--- config.mk ---
export PLATFORM = sky130hd
export DESIGN_NAME = pal_lookup_pipe
export DESIGN_NICKNAME = d
export VERILOG_FILES = /design/src/rtl/pal_lookup_pipe.sv
export SDC_FILE = /design/constraint.sdc
export NUM_CORES = 1
export LEC_CHECK = 0
export BUFFER_PORTS_ARGS = -buffer_cell sky130_fd_sc_hd__buf_4
export CAP_MARGIN = 0
export CORE_MARGIN = 2
export CORE_UTILIZATION = 35
export CTS_BUF_LIST = sky130_fd_sc_hd__clkbuf_2
export DETAILED_ROUTE_END_ITERATION = 7
export PLACE_DENSITY = 0.73
export SLEW_MARGIN = 20
export SYNTH_ARGS = -nofsm -noshare
export SYNTH_HDL_FRONTEND = slang
export SYNTH_SLANG_ARGS = --single-unit
--- constraint.sdc ---
create_clock -name clk -period 1.4 [get_ports clk]
set_input_delay 0.14 -clock clk [delete_from_list [all_inputs] [get_ports clk]]
set_output_delay 0.14 -clock clk [all_outputs]
set_load 0.03 [all_outputs]
--- src/rtl/pal_lookup_pipe.sv ---
module pal_lookup_pipe #(
  parameter int IDX_W = 8,
  parameter int CH_W  = 8
) (
  input  logic              clk,
  input  logic              rst_n,
  input  logic [IDX_W-1:0]  pix_idx,
  input  logic [1:0]        ovl_sel,
  input  logic              blank_n,
  input  logic              sync_n,
  input  logic              host_cs_n,
  output logic [IDX_W-1:0]  tbl_addr,
  input  logic [3*CH_W-1:0] tbl_data,
  input  logic [3*CH_W-1:0] ovl1_rgb,
  input  logic [3*CH_W-1:0] ovl2_rgb,
  input  logic [3*CH_W-1:0] ovl3_rgb,
  output logic [CH_W-1:0]   px_red,
  output logic [CH_W-1:0]   px_green,
  output logic [CH_W-1:0]   px_blue,
  output logic              px_blank,
  output logic              px_sync_n
);
  localparam int COL_W = 3 * CH_W;

  logic [IDX_W-1:0] s1_idx;
  logic [1:0]       s1_sel;
  logic             s1_blank, s1_sync_n, s1_host;
  logic [COL_W-1:0] pick, rgb_q;
  logic [1:0]       warm;

  always_ff @(posedge clk or negedge rst_n) begin
    if (!rst_n) begin
      s1_idx    <= '0;
      s1_sel    <= '0;
      s1_blank  <= 1'b1;
      s1_sync_n <= 1'b1;
      s1_host   <= 1'b0;
    end else begin
      s1_blank  <= !blank_n;
      s1_sync_n <= sync_n;
      s1_host   <= !host_cs_n;
      if (blank_n && host_cs_n) begin
        s1_idx <= pix_idx;
        s1_sel <= ovl_sel;
      end
    end
  end

  assign tbl_addr = s1_idx;

  always_comb begin
    case (s1_sel)
      2'd0:    pick = tbl_data;
      2'd1:    pick = ovl1_rgb;
      2'd2:    pick = ovl2_rgb;
      default: pick = ovl3_rgb;
    endcase
  end

  always_ff @(posedge clk or negedge rst_n) begin
    if (!rst_n) begin
      rgb_q     <= '0;
      px_blank  <= 1'b1;
      px_sync_n <= 1'b1;
    end else begin
      rgb_q     <= (s1_blank || s1_host) ? '0 : pick;
      px_blank  <= s1_blank;
      px_sync_n <= s1_sync_n;
    end
  end

  assign px_red   = rgb_q[3*CH_W-1:2*CH_W];
  assign px_green = rgb_q[2*CH_W-1:CH_W];
  assign px_blue  = rgb_q[CH_W-1:0];

  always_ff @(posedge clk or negedge rst_n) begin
    if (!rst_n)             warm <= '0;
    else if (warm != 2'd2)  warm <= warm + 2'd1;
  end

  AST_BLANK_ZERO: assert property (@(posedge clk) disable iff (!rst_n)
    px_blank |-> (rgb_q == '0));
  AST_BLANK_LAT: assert property (@(posedge clk) disable iff (!rst_n)
    (warm == 2'd2) && $past(!blank_n, 2) |-> px_blank);
  AST_HOST_BLACK: assert property (@(posedge clk) disable iff (!rst_n)
    (warm == 2'd2) && $past(!host_cs_n && blank_n, 2) |-> (rgb_q == '0) && !px_blank);
  AST_SYNC_FOLLOW: assert property (@(posedge clk) disable iff (!rst_n)
    (warm == 2'd2) |-> px_sync_n == $past(sync_n, 2));
  AST_OVL_ONE: assert property (@(posedge clk) disable iff (!rst_n)
    (warm == 2'd2) && $past(blank_n && host_cs_n && ovl_sel == 2'd1, 2)
    |-> rgb_q == $past(ovl1_rgb));
  AST_ADDR_HOLD: assert property (@(posedge clk) disable iff (!rst_n)
    (warm != 2'd0) && $past(!blank_n || !host_cs_n) |-> $stable(tbl_addr));
endmodule

Word-level counts from Yosys, hierarchy flattened
Index checks and enable logic that the tools add are counted.
{ "classes": {"n_bitwise": 0, "n_shift": 0, "div": 0, "eq_ne": 2, "multipliers": 0, "reduce_logical": 5, "addsub": 0, "muxes": 2, "n_lt_le_gt_ge": 0} }
{ "op_table": {"columns": ["operator", "n"], "rows": [
  ["24-bit one-hot mux with 3 select lines", 1],
  ["24-bit 2-to-1 mux", 1],
  ["2-bit by 1-bit equality test with 1-bit output, second input constant", 1],
  ["2-bit equality test, second input constant", 1],
  ["1-bit logical NOT", 2],
  ["2-bit logical NOT", 1],
  ["1-bit logical AND", 1],
  ["1-bit logical OR", 1]
]} }
{ "totals": {"reg_bits": 39, "rom_bits": 0, "latchBits": 0, "output_inout_bits": 34, "memories": 0, "ram_bits": 0} }

Depth between registers and ports, before layout
Gate-level depths: netlist (run 1).
{ "depth": {"ltp_word": 3, "depth_mapped": 5, "depth_no_buf": 2} }

Worst setup path after synthesis (run 1)
Ideal clock, no wire load.
{ "synth_path": {"kind": "flip-flop to flip-flop", "from": "register s1_sel[1]", "to": "register rgb_q[10]", "t_required_ns": 1.318, "slack_ns": 0.193, "setup_ns": 0.082, "t_arrival_ns": 1.125, "n_path_buf": 2, "path_stages_with_launch": 5, "synth_period_minus_slack_ns": 1.207, "path_cell_list": "dfrtp_1 -> or3_1 -> buf_6 -> buf_8 -> o22ai_1"} }
{ "synth_via": {"elab_chain_cells": 3, "word_cells_on_any_way": 5} }
{ "synth_lines": {"columns": ["element", "line_no", "text"], "rows": [
  ["start, declared", "26", "logic [1:0] s1_sel;"],
  ["start signal, assigned", "44", "s1_sel <= ovl_sel;"],
  ["2-bit equality test, or another cell as far along", "52", "case (s1_sel)"],
  ["24-bit one-hot mux with 3 select lines *", "52", null],
  ["24-bit 2-to-1 mux *", "66", "rgb_q <= (s1_blank || s1_host) ? '0 : pick;"],
  ["end signal, assigned", "66", null],
  ["end, declared", "28", "logic [COL_W-1:0] pick, rgb_q;"]
]} }
Every way passes the cells marked *; elsewhere a longest branch is shown, timed or not.
A chain may end at the register's enable or synchronous reset.

Worst setup path after layout (run 1)
{ "layout_path": {"from": "register s1_sel[1]", "to": "register rgb_q[11]"} }
The elaborated chain is that of the path after synthesis.

==> results of run 1 <==
## cell usage in the layout (no fill, tap or decap), types with 2 or more instances in the layout
master / n
dfstp_2: 4
inv_1: 2
buf_4: 147
buf_12: 2
mux2i_1: 48
mux2_2: 10
dfrtp_1: 34
dlygate4sd3_1: 22
clkbuf_2: 8
o22ai_1: 24
## metrics by stage
stage / area [um^2] / instances / utilization, % / setup slack [ns] / power [mW]
2_1_floorplan: 1840 / 138 / - / 0.193 / 1.90
3_3_place_gp: 2980 / 345 / 58.4 / 0.192 / 2.37
3_5_place_dp: 2980 / 345 / 58.4 / 0.142 / 2.39
4_1_cts: 3240 / 375 / 63.5 / 0.119 / 2.94
5_1_grt: 3240 / 375 / 63.5 / 0.0697 / 3.05
6_report: 3240 / 375 / 63.5 / 0.145 / 2.91
## worst register-to-register path, stage by stage (launching register included)
cell	delay, ns
dfrtp_1	0.41
or3_1	0.36
buf_4	0.23
o22ai_1	0.19
## final cells by class
class,instances,area [um^2]
clock buffers,8,40.0
multi-input cells,85,762
flip-flops and latches,39,982
well taps,70,87.6
fillers,446,1860
inverters,2,7.51
repair buffers,171,1360
## layer usage
layer	track usage, %	vias up	wire length [um]
li1	-	844	-
met1	19.9	836	1990
met2	35.2	73	3010
met3	4.74	11	329
met4	5.64	0	90
met5	0	-	0
## sequential cells by signal (all words and copies together), names as in the netlist
register,count
px_blank,1
s1_host,1
s1_blank,1
rgb_q,24
tbl_addr,8
s1_sel,2
s1_sync_n,1
px_sync_n,1
## report_power, final
group	leakage (nW)	switching [mW]	internal (mW)	total, mW
sequential	0.493	0.0507	1.24	1.29
clock	0.0332	0.351	0.147	0.499
combinational	1.20	0.524	0.595	1.12
## kinds of logic (layout without fill, tap and decap cells)
group                  after synthesis  after routing  synth area share (%)
buffers and inverters               14            181                  5.37
AOI/OAI and AO/OA                   24             24                  8.15
DFF                                 39             39                  53.3
and+or+nand+nor                      3              3                  1.02
muxes                               58             58                  32.2
## worst max-delay path by stage
stage               depth (start not counted)         to  slack [ns]  startpoint
finish                                      3  rgb_q[11]        0.15   s1_sel[1]
floorplan                                   4  rgb_q[10]        0.19   s1_sel[1]
CTS                                         3   rgb_q[4]        0.12   s1_sel[1]
detailed placement                          3  rgb_q[19]        0.14   s1_sel[1]
global route                                3   rgb_q[5]        0.07   s1_sel[1]
global placement                            3  rgb_q[22]        0.19   s1_sel[1]
## repair_timing
item                                    in CTS  in global routing
endpoints found under the setup margin       0                  0
hold buffers                                22                  0
hold endpoints to repair                    53                  0
==> out/qor.csv, run 1 <==
stage,metric,value,unit
synth,syn_area,1840,um^2
global_routing,grt_max_degree,40,
setup_path,path_buf_inv,1,
sta,slew_headroom,66.9,%
setup_path,worstPathCellList,"or3_1, buf_4, o22ai_1",
clock_tree,cts-resized-gates,0,
clock_tree,ctsRootBufferMaster,clkbuf_2,
synth,synth_edf_count,0,
setup_path,crit_family,flip-flops,
sta,fmax,797,MHz
sta,timing.final.crit_share,89.6,%
global_routing,grt_first_pass_wirelength,8670,um
hold_path,min_to,rgb_q[15],
floorplan,fp.dieH,76.5,um
sta,drv_slew,0,
floorplan,dieArea,5860,um^2
synth,syn_inst,138,
setup_path,path_max_fanout,24,
final_layout,nNetsFinal,415,
clock_tree,clk_latency,0.39,ns
detailed_routing,drc,0,
synth,async_flop_share,100,%
synth,synth_top_area_share,47.6,%
sta,grt_setup_unrepaired,false,
synth,ys_ff_latch,39,
setup_path,r2r-end,rgb_q[11],
clock_tree,cts_post_setup_buffers_inserted,0,
setup_path,cpMaxStageDelayCell,dfrtp_1,
detailed_routing,drt_iter0_drc,43,
detailed_routing,drt-wirelength-per-cell,14.5,um
setup_path,cp-end-kind,register,
floorplan,initial_utilization,36.1,%
final_layout,area_growth,76.1,%
detailed_routing,first_pass_iters,4,
place,routabilityCongestion,0.673,
synth,ys_seq_area_share,53.3,%
synth,synth_common_cells,"48 x mux2i_1, 35 x dfrtp_1, 24 x o22ai_1",
sta,setup_violations,0,
synth,yosysUniqueCellTypes,13,
detailed_routing,ant_nets,0,
power_and_ir_drop,peakVddDrop,540,uV
synth,synth_area_per_cell,13.3,um^2
synth,yosysTopAreaCell,dfrtp_1,
clock_tree,clock-sinks,39,
setup_path,worst-r2r-cell-count,3,
floorplan,coreArea,5110,um^2
synth,ys_warn_count,0,
setup_path,max_stage_delay,0.41,ns
setup_path,reg2reg_slack,0.15,ns
global_routing,antenna_found_initial,0,
sta,finalCriticalPeriod,1.25,ns
power_and_ir_drop,p_leak,1.72,nW
sta,hold_ws,0.0153,ns
place,port_buffers,144,
setup_path,worstPathArrival,1.56,ns
detailed_routing,num_vias,1764,
synth,ys.flop_type,dfrtp_1,
clock_tree,clkTransAtPathRegs,0.20,ns
floorplan,io-pin-count,145,
clock_tree,cts.htree.levels,2,
synth,synth.net_count,249,
floorplan,die-width,76.5,um
hold_path,hold_start,ovl2_rgb[15],
setup_path,path_class,reg2reg,
floorplan,row_count,26,
setup_path,crit_path_start_kind,register,
synth,yosysMostFrequentCell,mux2i_1,
clock_tree,cts_buffers,5,
setup_path,required,1.71,ns
sta,skew,0.0270,ns
outcome,status,"finished, final reports clean",
run,drv_cap,0,
power_and_ir_drop,powerDensity,897,nW/um^2
final_layout,drive_above_1_share,56.4,%
global_routing,track_usage,18.5,%
sta,setup_tns,0,ns
setup_path,rr_startpoint,s1_sel[1],
hold_path,hold_class,in2reg,
global_routing,grt.overflow.total,0,
clock_tree,clockBufferDepth,2,
sta,tightest_slew,0.497,ns
sta,finalHoldViolCount,0,
detailed_routing,avgViaCountPerCell,4.70,
clock_tree,cts_tree,built,
detailed_routing,wl,5430,um
hold_path,hold_path_depth,3,
final_layout,antennaDiodeCount,0,
global_routing,grt_pass1_vias,1878,
synth,synthTopCellsByArea,"dfrtp_1 48%, mux2i_1 26%, o22ai_1 8.2%, mux2_2 6.1%, dfstp_2 5.7%",
(Power assumes the default switching activity.)
==> inputs of run 2 (changes only) <==
--- a/config.mk
+++ b/config.mk
@@ -8,10 +8,11 @@
 export BUFFER_PORTS_ARGS = -buffer_cell sky130_fd_sc_hd__buf_4
 export CAP_MARGIN = 0
 export CORE_MARGIN = 2
-export CORE_UTILIZATION = 35
+export CORE_UTILIZATION = 41
 export CTS_BUF_LIST = sky130_fd_sc_hd__clkbuf_2
 export DETAILED_ROUTE_END_ITERATION = 7
-export PLACE_DENSITY = 0.73
+export MAX_ROUTING_LAYER = met4
+export PLACE_DENSITY = 0.83
 export SLEW_MARGIN = 20
 export SYNTH_ARGS = -nofsm -noshare
 export SYNTH_HDL_FRONTEND = slang
==> run 2 against run 1 <==
Net effect: total power decreased by 1.2%; sequential share of layout area increased by 0.94 points; count of clock-buffer cells in the layout decreased by 2; sequential power about the same; hold slack improved by 0.031 ns; worst setup slack got worse by 0.077 ns; die area fell by 14%; global-route usage grew 4.7 points.
==> out/qor.csv, run 2 (synthesis results as in run 1) <==
stage,metric,value,unit
power_and_ir_drop,powerDensity,914,nW/um^2
sta,fmax,751,MHz
global_routing,grt_first_pass_wirelength,8830,um
final_layout,nNetsFinal,408,
clock_tree,clk_latency,0.37,ns
detailed_routing,wl,5490,um
place,routabilityCongestion,0.794,
floorplan,die-width,71.0,um
floorplan,row_count,24,
final_layout,final_area,3150,um^2
run,drv_cap,0,
final_layout,postLayoutCoreUtil,72.2,%
clock_tree,clkTransAtPathRegs,0.19,ns
clock_tree,cts_buffers,5,
floorplan,io-pin-count,145,
setup_path,cp-end-kind,register,
final_layout,layout_common_cells,"148 x buf_4, 48 x mux2i_1, 34 x dfrtp_1, 24 x o22ai_1, 14 x dlygate4sd3_1",
final_layout,drive_above_1_share,57.4,%
setup_path,reg2reg_slack,0.07,ns
setup_path,path_max_fanout,19,
floorplan,dieArea,5040,um^2
detailed_routing,drt-wirelength-per-cell,15.7,um
detailed_routing,avgViaCountPerCell,5.10,
sta,tightest_slew,0.495,ns
clock_tree,clock-sinks,39,
final_layout,largest_register_ffs,24,
sta,timing.final.crit_share,95.1,%
place,port_buffers,144,
power_and_ir_drop,p_leak,1.69,nW
global_routing,track_usage,23.3,%
final_layout,max_flop_register,rgb_q,
setup_path,path_class,reg2reg,
floorplan,initial_utilization,42.3,%
global_routing,grt.overflow.total,0,
global_routing,grt_max_degree,40,
detailed_routing,drt_iter0_drc,57,
final_layout,area_growth,70.8,%
setup_path,crit_path_start_kind,register,
detailed_routing,ant_nets,0,
sta,drv_slew,0,
detailed_routing,num_vias,1785,
power_and_ir_drop,peakVddDrop,718,uV
final_layout,final_common_cell,buf_4,
setup_path,required,1.68,ns
sta,finalHoldViolCount,0,
setup_path,worstPathArrival,1.61,ns
sta,setup_tns,0,ns
sta,hold_ws,0.0461,ns
place,dpl.hpwl,4040,um
clock_tree,cts-resized-gates,0,
sta,slew_headroom,67.0,%
detailed_routing,drc,0,
clock_tree,cts_tree,built,
sta,skew,0.0167,ns
clock_tree,clockBufferDepth,2,
floorplan,fp.dieH,71.0,um
sta,setup_violations,0,
clock_tree,ctsRootBufferMaster,clkbuf_2,
place,dpl_cell_area,2970,um^2
sta,grt_setup_unrepaired,false,
detailed_routing,first_pass_iters,4,
outcome,status,"finished, final reports clean",
global_routing,grt_pass1_vias,1961,
final_layout,antennaDiodeCount,0,
sta,finalCriticalPeriod,1.33,ns
floorplan,coreArea,4350,um^2
global_routing,antenna_found_initial,0,
hold_path,hold_class,in2reg,
clock_tree,cts.htree.levels,2,
[run 2: area by class of cell]
cell class | instances | area [um^2]
clock buffer | 6 | 30.0
clock inverter | 2 | 7.51
fill | 320 | 1210
inverter | 2 | 7.51
multi-input combinational | 85 | 762
sequential | 39 | 982
tap | 52 | 65.1
timing repair buffer | 164 | 1290
[run 2: power breakdown]
group          leakage [nW]  switching, mW  internal [mW]
clock                0.0281          0.347          0.121
combinational          1.17          0.532          0.583
sequential            0.493         0.0501           1.24
[run 2: what timing repair did]
| item | CTS | global route |
|---|---|---|
| endpoints found under the setup margin | 0 | 0 |
| buffers inserted | 0 | 0 |
| hold buffers | 14 | 0 |
| hold endpoints to repair | 48 | 0 |
[run 2: metrics by stage]
step	cells	power, mW	setup slack, ns
after floorplan	138	1.90	0.193
after global placement	328	2.38	0.198
after detailed placement	328	2.40	0.129
after CTS	350	2.89	0.0829
after global routing	350	3.02	0.0177
final	350	2.87	0.0684
[run 2: final timing paths]
path	start	end	depth (start not counted)
worst max-delay path	s1_sel[1]	rgb_q[8]	3
worst max register to register	s1_sel[1]	rgb_q[8]	3
max in group asynchronous	rst_n	px_sync_n	2
worst min-delay path	ovl2_rgb[2]	rgb_q[2]	3
worst min register to register	s1_sync_n	px_sync_n	0
min in group asynchronous	rst_n	rgb_q[7]	2
[run 2: metal layers]
layer  global-route usage [%]  vias to the layer above  wire length (um)
met5                        -                        -                 0
met3                     6.41                       11               448
met4                     6.92                        0                96
met1                     27.0                      839              2220
met2                     39.5                      106              2730
li1                         -                      829                 -
[run 2: critical path, cell delays in order (launching register included)]
cell and delay, ns:
dfrtp_1 0.42, or3_1 0.39, buf_4 0.22, o22ai_1 0.21
